$ cat src/rtl/erase_poll_pkg.sv
package erase_poll_pkg;

    typedef enum logic [2:0] {
        ST_READ   = 3'd0,
        ST_WINDOW = 3'd1,
        ST_ERASE  = 3'd2,
        ST_SUSP   = 3'd3,
        ST_FAULT  = 3'd4
    } poll_state_t;

    localparam int BIT_DONE   = 7;
    localparam int BIT_TOG    = 6;
    localparam int BIT_FAULT  = 5;
    localparam int BIT_CLOSED = 3;
    localparam int BIT_SECT   = 2;

endpackage

$ cat src/rtl/erase_poll_strobe.sv
module erase_poll_strobe (
    input  logic clk,
    input  logic rst_n,
    input  logic ce_n_i,
    input  logic oe_n_i,
    output logic strobe_o
);

    logic oe_q;

    always_ff @(posedge clk or negedge rst_n) begin
        if (!rst_n) oe_q <= 1'b1;
        else        oe_q <= oe_n_i;
    end

    assign strobe_o = !ce_n_i && !oe_q && oe_n_i;

endmodule

$ cat src/rtl/erase_poll_fsm.sv
module erase_poll_fsm
    import erase_poll_pkg::*;
(
    input  logic        clk,
    input  logic        rst_n,
    input  logic [2:0]  phase_i,
    output poll_state_t state_o,
    output logic        busy_n_o,
    output logic        tog_all_en_o,
    output logic        tog_sect_en_o,
    output logic        clear_o
);

    poll_state_t state_q, state_d;

    always_comb begin
        unique case (phase_i)
            3'd1:    state_d = ST_WINDOW;
            3'd2:    state_d = ST_ERASE;
            3'd3:    state_d = ST_SUSP;
            3'd4:    state_d = ST_FAULT;
            default: state_d = ST_READ;
        endcase
    end

    always_ff @(posedge clk or negedge rst_n) begin
        if (!rst_n) state_q <= ST_READ;
        else        state_q <= state_d;
    end

    always_comb begin
        busy_n_o      = 1'b1;
        tog_all_en_o  = 1'b0;
        tog_sect_en_o = 1'b0;
        clear_o       = (state_q != ST_READ) && (state_d == ST_READ);
        unique case (state_q)
            ST_READ: begin
                busy_n_o = 1'b1;
            end
            ST_WINDOW, ST_ERASE, ST_FAULT: begin
                busy_n_o      = 1'b0;
                tog_all_en_o  = 1'b1;
                tog_sect_en_o = 1'b1;
            end
            ST_SUSP: begin
                busy_n_o      = 1'b1;
                tog_sect_en_o = 1'b1;
            end
            default: begin
                busy_n_o = 1'b1;
            end
        endcase
    end

    assign state_o = state_q;

    AST_STATE_FOLLOWS: assert property (@(posedge clk) disable iff (!rst_n)
        (phase_i == 3'd2) |=> (state_q == ST_ERASE));
    AST_SUSP_READY: assert property (@(posedge clk) disable iff (!rst_n)
        (state_q == ST_SUSP) |-> busy_n_o);

endmodule

$ cat src/rtl/erase_poll_toggles.sv
module erase_poll_toggles (
    input  logic clk,
    input  logic rst_n,
    input  logic strobe_i,
    input  logic all_en_i,
    input  logic sect_en_i,
    input  logic hit_i,
    input  logic clear_i,
    output logic tog_all_o,
    output logic tog_sect_o
);

    logic tog_all_q, tog_sect_q;

    always_ff @(posedge clk or negedge rst_n) begin
        if (!rst_n) begin
            tog_all_q  <= 1'b0;
            tog_sect_q <= 1'b0;
        end else if (clear_i) begin
            tog_all_q  <= 1'b0;
            tog_sect_q <= 1'b0;
        end else if (strobe_i) begin
            if (all_en_i)           tog_all_q  <= !tog_all_q;
            if (sect_en_i && hit_i) tog_sect_q <= !tog_sect_q;
        end
    end

    assign tog_all_o  = tog_all_q;
    assign tog_sect_o = tog_sect_q;

    AST_ALL_FLIPS: assert property (@(posedge clk) disable iff (!rst_n)
        (strobe_i && all_en_i && !clear_i) |=> (tog_all_q != $past(tog_all_q)));
    AST_ALL_HOLDS: assert property (@(posedge clk) disable iff (!rst_n)
        (!strobe_i && !clear_i) |=> $stable(tog_all_q));
    AST_SECT_HOLDS: assert property (@(posedge clk) disable iff (!rst_n)
        (!hit_i && !clear_i) |=> $stable(tog_sect_q));
    AST_CLEARED: assert property (@(posedge clk) disable iff (!rst_n)
        clear_i |=> (!tog_all_q && !tog_sect_q));

endmodule

$ cat src/rtl/erase_poll_status.sv
module erase_poll_status
    import erase_poll_pkg::*;
#(
    parameter int AW         = 10,
    parameter int SECT_SHIFT = 6,
    parameter int DW         = 8,
    localparam int NSECT     = 1 << (AW - SECT_SHIFT)
) (
    input  logic             clk,
    input  logic             rst_n,
    input  logic [2:0]       phase_i,
    input  logic [NSECT-1:0] pend_mask_i,
    input  logic [AW-1:0]    addr_i,
    input  logic             ce_n_i,
    input  logic             oe_n_i,
    input  logic [DW-1:0]    array_data_i,
    output logic [DW-1:0]    data_o,
    output logic             busy_n_o
);

    poll_state_t      state;
    logic             strobe, all_en, sect_en, clear;
    logic             tog_all, tog_sect, hit;
    logic [NSECT-1:0] sect_dec;
    logic [DW-1:0]    status_word;

    erase_poll_strobe u_strobe (
        .clk      (clk),
        .rst_n    (rst_n),
        .ce_n_i   (ce_n_i),
        .oe_n_i   (oe_n_i),
        .strobe_o (strobe)
    );

    erase_poll_fsm u_fsm (
        .clk           (clk),
        .rst_n         (rst_n),
        .phase_i       (phase_i),
        .state_o       (state),
        .busy_n_o      (busy_n_o),
        .tog_all_en_o  (all_en),
        .tog_sect_en_o (sect_en),
        .clear_o       (clear)
    );

    generate
        for (genvar s = 0; s < NSECT; s++) begin : g_dec
            assign sect_dec[s] = ((addr_i >> SECT_SHIFT) == AW'(s));
        end
    endgenerate

    assign hit = |(sect_dec & pend_mask_i);

    erase_poll_toggles u_tog (
        .clk        (clk),
        .rst_n      (rst_n),
        .strobe_i   (strobe),
        .all_en_i   (all_en),
        .sect_en_i  (sect_en),
        .hit_i      (hit),
        .clear_i    (clear),
        .tog_all_o  (tog_all),
        .tog_sect_o (tog_sect)
    );

    always_comb begin
        status_word             = '0;
        status_word[BIT_DONE]   = 1'b0;
        status_word[BIT_TOG]    = tog_all;
        status_word[BIT_FAULT]  = (state == ST_FAULT);
        status_word[BIT_CLOSED] = (state != ST_WINDOW);
        status_word[BIT_SECT]   = tog_sect;
    end

    always_comb begin
        unique case (state)
            ST_READ: data_o = array_data_i;
            default: data_o = status_word;
        endcase
    end

    AST_BUSY_MARK: assert property (@(posedge clk) disable iff (!rst_n)
        !busy_n_o |-> !data_o[BIT_DONE]);
    AST_FAULT_BUSY: assert property (@(posedge clk) disable iff (!rst_n)
        data_o[BIT_FAULT] && (state != ST_READ) |-> !busy_n_o);
    AST_READ_PASS: assert property (@(posedge clk) disable iff (!rst_n)
        (state == ST_READ) |-> (data_o == array_data_i) && busy_n_o);
    AST_WINDOW_OPEN: assert property (@(posedge clk) disable iff (!rst_n)
        (state == ST_WINDOW) |-> !data_o[BIT_CLOSED] && !busy_n_o);

endmodule

$ cat config.mk
export PLATFORM = sky130hd
export DESIGN_NAME = erase_poll_status
export DESIGN_NICKNAME = d
export VERILOG_FILES = /design/src/rtl/erase_poll_pkg.sv /design/src/rtl/erase_poll_strobe.sv /design/src/rtl/erase_poll_fsm.sv /design/src/rtl/erase_poll_toggles.sv /design/src/rtl/erase_poll_status.sv
export SDC_FILE = /design/constraint.sdc
export NUM_CORES = 1
export LEC_CHECK = 0
export ABC_AREA = 1
export BUFFER_PORTS_ARGS = -buffer_cell sky130_fd_sc_hd__buf_2
export CORE_ASPECT_RATIO = 1.25
export CORE_MARGIN = 1.5
export CORE_UTILIZATION = 30
export CTS_BUF_LIST = sky130_fd_sc_hd__clkbuf_4 sky130_fd_sc_hd__clkbuf_8
export DETAILED_ROUTE_END_ITERATION = 8
export PLACE_DENSITY = 0.66
export SLEW_MARGIN = 20
export SYNTH_ARGS = -nofsm -noshare
export SYNTH_HDL_FRONTEND = slang
export SYNTH_SLANG_ARGS = --single-unit
$ cat constraint.sdc
create_clock -name clk -period 2.15 [get_ports clk]
set_clock_uncertainty 0.1 [all_clocks]
set_input_delay 0.5375 -clock clk [delete_from_list [all_inputs] [get_ports clk]]
set_output_delay 0.5375 -clock clk [all_outputs]
set_load 0.005 [all_outputs]
==> results of run 1 <==
==> worst reg2reg max path, cell delays in order, from the launching register on <==
cell and delay (ns):
dfrtp_1 0.41, nor2_2 0.18, inv_2 0.06, nor2_2 0.15, inv_2 0.09, nand2_2 0.09
o21ai_1 0.08, nand3_1 0.07, o21ai_1 0.07
==> cells by family (layout without fill, tap and decap cells) <==
kind of cell,count (synthesis),count (layout),synth area share
and+or+nand+nor,71,71,0.546
AOI/OAI and AO/OA,5,5,0.0512
buffers and inverters,16,62,0.134
DFF,6,6,0.269
==> power by group <==
| part | leakage [nW] | total [mW] | internal (mW) | switching (mW) |
|---|---|---|---|---|
| Clock | 0.0184 | 0.124 | 0.0829 | 0.0415 |
| Sequential | 0.0759 | 0.131 | 0.125 | 0.00598 |
| Combinational | 0.419 | 0.131 | 0.0621 | 0.0693 |
==> state kept, by name (all words and copies together), names as in the netlist <==
name	count
u_tog.tog_all_o	1
u_tog.tog_sect_o	1
u_fsm.state_o	3
u_strobe.oe_q	1
==> how the worst min path moves through the flow <==
stage	startpoint	to
6_report	oe_n_i	u_strobe.oe_q
5_1_grt	oe_n_i	u_strobe.oe_q
4_1_cts	oe_n_i	u_strobe.oe_q
3_5_place_dp	rst_n	u_fsm.state_o[2]
3_3_place_gp	rst_n	u_fsm.state_o[2]
2_1_floorplan	rst_n	u_fsm.state_o[0]
==> Yosys cell counts, drive strengths merged <==
master / number
buf: 2
nand2: 26
o21ai: 3
nor2: 27
nor3: 2
inv: 14
nor3b: 1
nand3: 14
a211o: 1
a21oi: 1
nand3b: 1
dfrtp: 5
dfstp: 1
==> placed cells by master (no fill, tap or decap) <==
cell type      Yosys  routed
a21oi_1            1       1
nor3b_1            1       1
buf_2              0      43
inv_1             10      10
o21ai_0            1       1
o21ai_1            2       2
nand3_1           14      14
clkbuf_4           0       4
nor2_1            25      24
nand2_1           25      25
nor2_4             1       1
nand3b_1           1       1
a211o_1            1       1
dfrtp_1            5       5
dfstp_2            1       1
nor3_1             2       2
dlygate4sd3_1      0       1
nor2_2             1       2
nand2_2            1       1
inv_2              4       4
==> what timing repair did <==
action                                 4_1_cts  5_1_grt
endpoints found under the hold margin        3        0
resized for setup                            0        1
setup endpoints to repair                    0        5
hold buffers                                 1        0
buffers inserted                             0        0
==> area by class of cell <==
| cell class | count | area (sq um) | share of cell area |
|---|---|---|---|
| inverter | 14 | 52.6 | 0.0640 |
| timing repair buffer | 44 | 225 | 0.274 |
| sequential | 6 | 151 | 0.184 |
| tap | 19 | 23.8 | 0.0290 |
| multi-input combinational | 76 | 338 | 0.412 |
| clock buffer | 4 | 30.0 | 0.0366 |
==> layer usage <==
layer  track usage  vias up
li1              -      395
met1         0.138      285
met2         0.245       14
met3        0.0283        2
met4        0.0968        0
met5             0        -
==> impl_metrics.ini, run 1 <==
[floorplan]
core_sq_um = 1770
start_util = 0.318
rows = 17
ioPinCount = 50
fp.dieH_microns = 51.4
die_w_microns = 41.7
dieArea_sq_um = 2140

[routing]
wirelength_microns = 1340
wl_met1_microns = 534
num_vias = 696
via_per_inst = 4.27
drt_iter0_drc = 2
avgRoutedWirePerCell_microns = 8.22
top_layer_used = met4
dr_wl_met2_microns = 739
firstDrtPassIters = 3
drc = 0
antenna_left = 0
dr_wl_met3_microns = 57

[finish]
final_nets = 186
fillers = 193
fin_area_sq_um = 821
antennaDiodeCount = 0
area_growth_pct = 46.1
drive_gt1_frac = 0.389
final_util = 0.465
fin_cells = 163

[critical_path]
timing.rr.start = u_fsm.state_o[1]
critPathBufInv = 3
worstPathRequired_ns = 1.51
reg2reg_slack_ns = 0.73
cp.depth = 7
crit_end = data_o[2]
path_max_fanout = 6
crit_path_end_kind = primary output
path_delay_family = simple AND/OR/NAND/NOR gates
cpPeakStageDelay_ns = 0.41
crit_type = reg -> out
cp_cell_sequence = nor2_2 > inv_2 > nor2_2 > inv_2 > nand2_1 > nand2_1 > buf_2
slowest_stage = dfrtp_1
reg2reg_depth = 8
cp_data_arrival_time_ns = 1.36
worstSetupStartpoint = u_fsm.state_o[1]
worstReg2RegEnd = u_tog.tog_all_o
start_kind = flop

[cts]
insertion_delay_ns = 0.25
cts_tree = done
htree_levels = 1
clkTransAtPathRegs_ns = 0.05
clockBufferDepth = 2
cts-root-buf = clkbuf_4
numCtsBuffers = 3
cts_sinks = 6

[timing]
hold_ws_ns = 0.310
fin_crit_sh = 0.928
max_freq_mhz = 501
worst_slack_ns = 0.155
slew_headroom = 0.831
slew_viol_final = 0
setup_violations = 0
worst_slew_pin_slew_ns = 0.252
rsz0062_at_grt = no
min_period_ns = 1.99
finalHoldViolations = 0
finalSetupTns_ns = 0

[place]
placedInstanceArea_sq_um = 778
dp_hpwl_microns = 1150
portBuffers = 43
pre_cts_slack_ns = 0.369
gp_congestion = 0.734
dp.cells = 158

[global_route]
grt_use_total = 0.136
grt_pass1_wl_microns = 2230
grt_pass1_vias = 589
antenna_found_initial = 0
grt_max_degree = 11
grt_overflow = 0

[worst_hold_path]
min_delay_path_depth = 1
hold_path.class = in -> reg

[pwr]
p_leak_nw = 0.514
ir_drop_uv = 290
cellPowerDensity_nw_per_um2 = 472
fin_total_pwr_mw = 0.387

[synth]
netlist.area_leader.share = 0.223
syn_nets = 139
synth_cell_type_count = 18
syn_inst = 98
seq_area_frac_synth = 0.269
syn_area_sq_um = 562
synthTopCellsByArea = dfrtp_1, nand2_1, nor2_1
ys_seq_elements = 6
synth_largest_area_cell = dfrtp_1
syn_avg_cell_area_sq_um = 5.73
yosysWarnings = 0

[run_status]
status = completed

[flow_run]
maxCapViolations = 0
Note: power is estimated with default switching activity, not from simulation.
==> inputs of run 2 (changes only) <==
Settings changed: CORE_ASPECT_RATIO 1.25 to not set, CORE_UTILIZATION 30 to 41, PLACE_DENSITY 0.66 to 0.87.
==> impl_metrics.ini, run 2 (synthesized netlist as in run 1, its figures left out) <==
[run_status]
status = completed

[critical_path]
cp_cell_sequence = nor2_1 > inv_2 > nor2_2 > inv_2 > nand2_1 > nand2_1 > buf_2
reg2reg_depth = 8
worstPathRequired_ns = 1.51
cpPeakStageDelay_ns = 0.40
start_kind = flop
timing.rr.start = u_fsm.state_o[0]
reg2reg_slack_ns = 0.73
worstSetupStartpoint = u_fsm.state_o[0]
worstReg2RegEnd = u_tog.tog_all_o
crit_end = data_o[2]
crit_path_end_kind = primary output
path_max_fanout = 6
cp_data_arrival_time_ns = 1.35
slowest_stage = dfrtp_1
crit_type = reg -> out

[global_route]
grt_use_total = 0.198
antenna_found_initial = 0
grt_max_degree = 11
grt_overflow = 0
grt_pass1_wl_microns = 2090
grt_pass1_vias = 567

[cts]
cts_sinks = 6
cts-root-buf = clkbuf_4
clkTransAtPathRegs_ns = 0.05
clockBufferDepth = 2
numCtsBuffers = 3
htree_levels = 1
cts_tree = done
insertion_delay_ns = 0.24

[finish]
fin_cells = 159
drive_gt1_frac = 0.382
largest_reg_flops = 3
final_cell_mix = buf_2, nor2_1, nand2_1, nand3_1, inv_1
final_util = 0.633
seqCellArea_sq_um = 151
multiInputGateArea_sq_um = 335
final_nets = 186
mostFrequentLayoutCell = buf_2
fillers = 137
area_growth_pct = 44.8
antennaDiodeCount = 0

[timing]
min_period_ns = 1.99
finalHoldViolations = 0
finalSetupTns_ns = 0
max_freq_mhz = 504
slew_viol_final = 0
setup_violations = 0
hold_ws_ns = 0.308
worst_slew_pin_slew_ns = 0.320
rsz0062_at_grt = no
slew_headroom = 0.785
fin_crit_sh = 0.924
worst_slack_ns = 0.164

[place]
pre_cts_slack_ns = 0.420
portBuffers = 43
dp.cells = 154
dp_hpwl_microns = 1230
gp_congestion = 0.831

[pwr]
p_leak_nw = 0.513
cellPowerDensity_nw_per_um2 = 476
ir_drop_uv = 387

[floorplan]
core_sq_um = 1280
dieArea_sq_um = 1600
fp.dieH_microns = 40.0
rows = 13
start_util = 0.437
ioPinCount = 50
die_w_microns = 40.0

[worst_hold_path]
min_delay_path_depth = 1
hold_path.class = in -> reg

[routing]
firstDrtPassIters = 6
drc = 0
avgRoutedWirePerCell_microns = 9.42
top_layer_used = met4
dr_wl_met3_microns = 53
drt_iter0_drc = 7
dr_wl_met2_microns = 796
wl_met1_microns = 609
antenna_left = 0
num_vias = 736
wirelength_microns = 1500
via_per_inst = 4.63

[flow_run]
maxCapViolations = 0
## run 2: cell counts in the layout (fill, tap and decap cells not counted)
Identical to the previous run, type by type.
## run 2: layer usage
| layer | GRT usage | vias up |
|---|---|---|
| met1 | 0.218 | 317 |
| met5 | 0 | - |
| met3 | 0.0444 | 6 |
| met4 | 0.103 | 0 |
| met2 | 0.351 | 16 |
| li1 | - | 397 |
## run 2: cell type report
type / count / share of cell area
clock buffer: 4 / 0.0369
inverter: 14 / 0.0646
sequential: 6 / 0.186
tap: 15 / 0.0231
multi-input combinational: 76 / 0.412
timing repair buffer: 44 / 0.277
## run 2: worst min path at each step
stage	startpoint	to
finish	oe_n_i	u_strobe.oe_q
global route	oe_n_i	u_strobe.oe_q
CTS	oe_n_i	u_strobe.oe_q
detailed placement	rst_n	u_fsm.state_o[1]
global placement	rst_n	u_fsm.state_o[1]
floorplan	rst_n	u_fsm.state_o[0]
## run 2: power by group
group | leakage (nW) | internal, mW | switching [mW]
clock | 0.0184 | 0.0828 | 0.0399
sequential | 0.0759 | 0.125 | 0.00614
combinational | 0.419 | 0.0619 | 0.0710
## run 2: per-stage QoR
step,instance area (sq um),power [mW]
after floorplan,562,0.207
after global placement,773,0.259
after detailed placement,773,0.263
after CTS,813,0.392
after global routing,813,0.417
final,813,0.387
## run 2: critical path, delay by kind of cell (launching register included)
kind	cells	cell delay (ns)
and+or+nand+nor	4	0.44
buffers and inverters	3	0.28
DFF	1	0.40
## run 2: what timing repair did
action	in CTS	in global routing
hold buffers	1	0
hold endpoints to repair	3	0
setup buffers	0	0
setup endpoints to repair	0	0
gates resized for setup	0	0
==> inputs of run 3 (changes only) <==
Settings changed: CELL_PAD_IN_SITES_DETAIL_PLACEMENT set to 0, CELL_PAD_IN_SITES_GLOBAL_PLACEMENT set to 1, CORE_ASPECT_RATIO set to 1.25, CORE_UTILIZATION 41 to 24, PLACE_DENSITY 0.87 to 0.84.
==> impl_metrics.ini, run 3 (synthesized netlist as in run 1, its figures left out) <==
[floorplan]
fp.dieH_microns = 57.1
ioPinCount = 50
dieArea_sq_um = 2640
rows = 19
core_sq_um = 2210
start_util = 0.254
die_w_microns = 46.3

[critical_path]
reg2reg_slack_ns = 0.74
crit_type = reg -> out
crit_path_end_kind = primary output
slowest_stage = dfrtp_1
cp_cell_sequence = nor2_2 > inv_2 > nor2_2 > inv_2 > nand2_1 > nand2_1 > buf_2
start_kind = flop
timing.rr.start = u_fsm.state_o[1]
cpPeakStageDelay_ns = 0.41
cp_data_arrival_time_ns = 1.34
worstPathRequired_ns = 1.51
worstReg2RegEnd = u_tog.tog_all_o
path_max_fanout = 6
reg2reg_depth = 8

[cts]
clockBufferDepth = 2
insertion_delay_ns = 0.24
post_cts_buffers = 0
htree_levels = 1
numCtsBuffers = 3
cts_tree = done
clkTransAtPathRegs_ns = 0.05
cts_sinks = 6
cts-root-buf = clkbuf_4

[global_route]
grt_use_total = 0.124
antenna_found_initial = 0
grt_pass1_wl_microns = 2500
grt_max_degree = 11
grt_overflow = 0
grt_pass1_vias = 632

[pwr]
cellPowerDensity_nw_per_um2 = 464
ir_drop_uv = 367
p_leak_nw = 0.514

[routing]
firstDrtPassIters = 3
avgRoutedWirePerCell_microns = 8.38
via_per_inst = 4.04
num_vias = 707
drc = 0
wirelength_microns = 1470
antenna_left = 0
drt_iter0_drc = 6

[finish]
fin_area_sq_um = 836
drive_gt1_frac = 0.389
largest_reg_flops = 3
mostFrequentLayoutCell = buf_2
area_growth_pct = 48.8
final_nets = 186
fillers = 250
fin_cells = 175
multiInputGateArea_sq_um = 338
final_cell_mix = buf_2, nand2_1, nor2_1, nand3_1, inv_1
antennaDiodeCount = 0
seqCellArea_sq_um = 151

[worst_hold_path]
hold_path_end = u_strobe.oe_q
min_delay_path_depth = 1
hp-start = oe_n_i
hold_path.class = in -> reg

[place]
portBuffers = 43
gp_congestion = 0.744
dp.cells = 170
dp_hpwl_microns = 1290
pre_cts_slack_ns = 0.379
placedInstanceArea_sq_um = 793

[timing]
max_freq_mhz = 507
finalSetupTns_ns = 0
worst_slew_pin_slew_ns = 0.251
hold_ws_ns = 0.310
min_period_ns = 1.97
worst_slack_ns = 0.177
finalHoldViolations = 0
slew_viol_final = 0
rsz0062_at_grt = no
setup_violations = 0
slew_headroom = 0.832
fin_crit_sh = 0.918

[run_status]
status = completed

[flow_run]
maxCapViolations = 0
==> run 3: cell type report <==
type,count,area share
Multi-Input combinational cell,76,0.404
Inverter,14,0.0629
Timing Repair Buffer,44,0.269
Tap cell,31,0.0464
Sequential cell,6,0.181
Clock buffer,4,0.0359
==> run 3: how the worst max path moves through the flow <==
stage                     startpoint   endpoint  slack (ns)  cells after the start
CTS                 u_fsm.state_o[1]  data_o[2]        0.11                      7
floorplan           u_fsm.state_o[1]  data_o[0]        0.59                      5
global route        u_fsm.state_o[1]  data_o[2]        0.01                      7
global placement    u_fsm.state_o[1]  data_o[2]        0.40                      7
finish              u_fsm.state_o[1]  data_o[2]        0.18                      7
detailed placement  u_fsm.state_o[1]  data_o[2]        0.38                      7
==> run 3: per-stage QoR <==
| step | util | total power [mW] |
|---|---|---|
| CTS | 0.377 | 0.396 |
| finish | 0.378 | 0.388 |
| global route | 0.378 | 0.426 |
| detailed placement | 0.359 | 0.266 |
| global placement | 0.359 | 0.262 |
| floorplan | - | 0.207 |
==> run 3: metal layers <==
| metal | global-route usage | part of all wire |
|---|---|---|
| met1 | 0.157 | 0.43 |
| met2 | 0.210 | 0.55 |
| met3 | 0.0190 | 0.019 |
| met4 | 0.0367 | 0 |
| met5 | 0 | 0 |
==> run 3: timing repair <==
item	4_1_cts	5_1_grt
hold buffers	1	0
endpoints found under the hold margin	3	0
setup endpoints to repair	0	6
resized for setup	0	1
==> run 3: worst max-delay path, delay by kind of cell, from the launching register on <==
family                 cells  cell delay, ns
flip-flops                 1            0.41
buffers and inverters      3            0.26
AND/OR/NAND/NOR            4            0.42
==> run 3: where the power goes <==
part           leakage (nW)  total, mW  switching, mW  internal (mW)
registers            0.0759      0.132        0.00633          0.125
clock network        0.0184      0.123         0.0404         0.0829
logic                 0.419      0.133         0.0708         0.0622
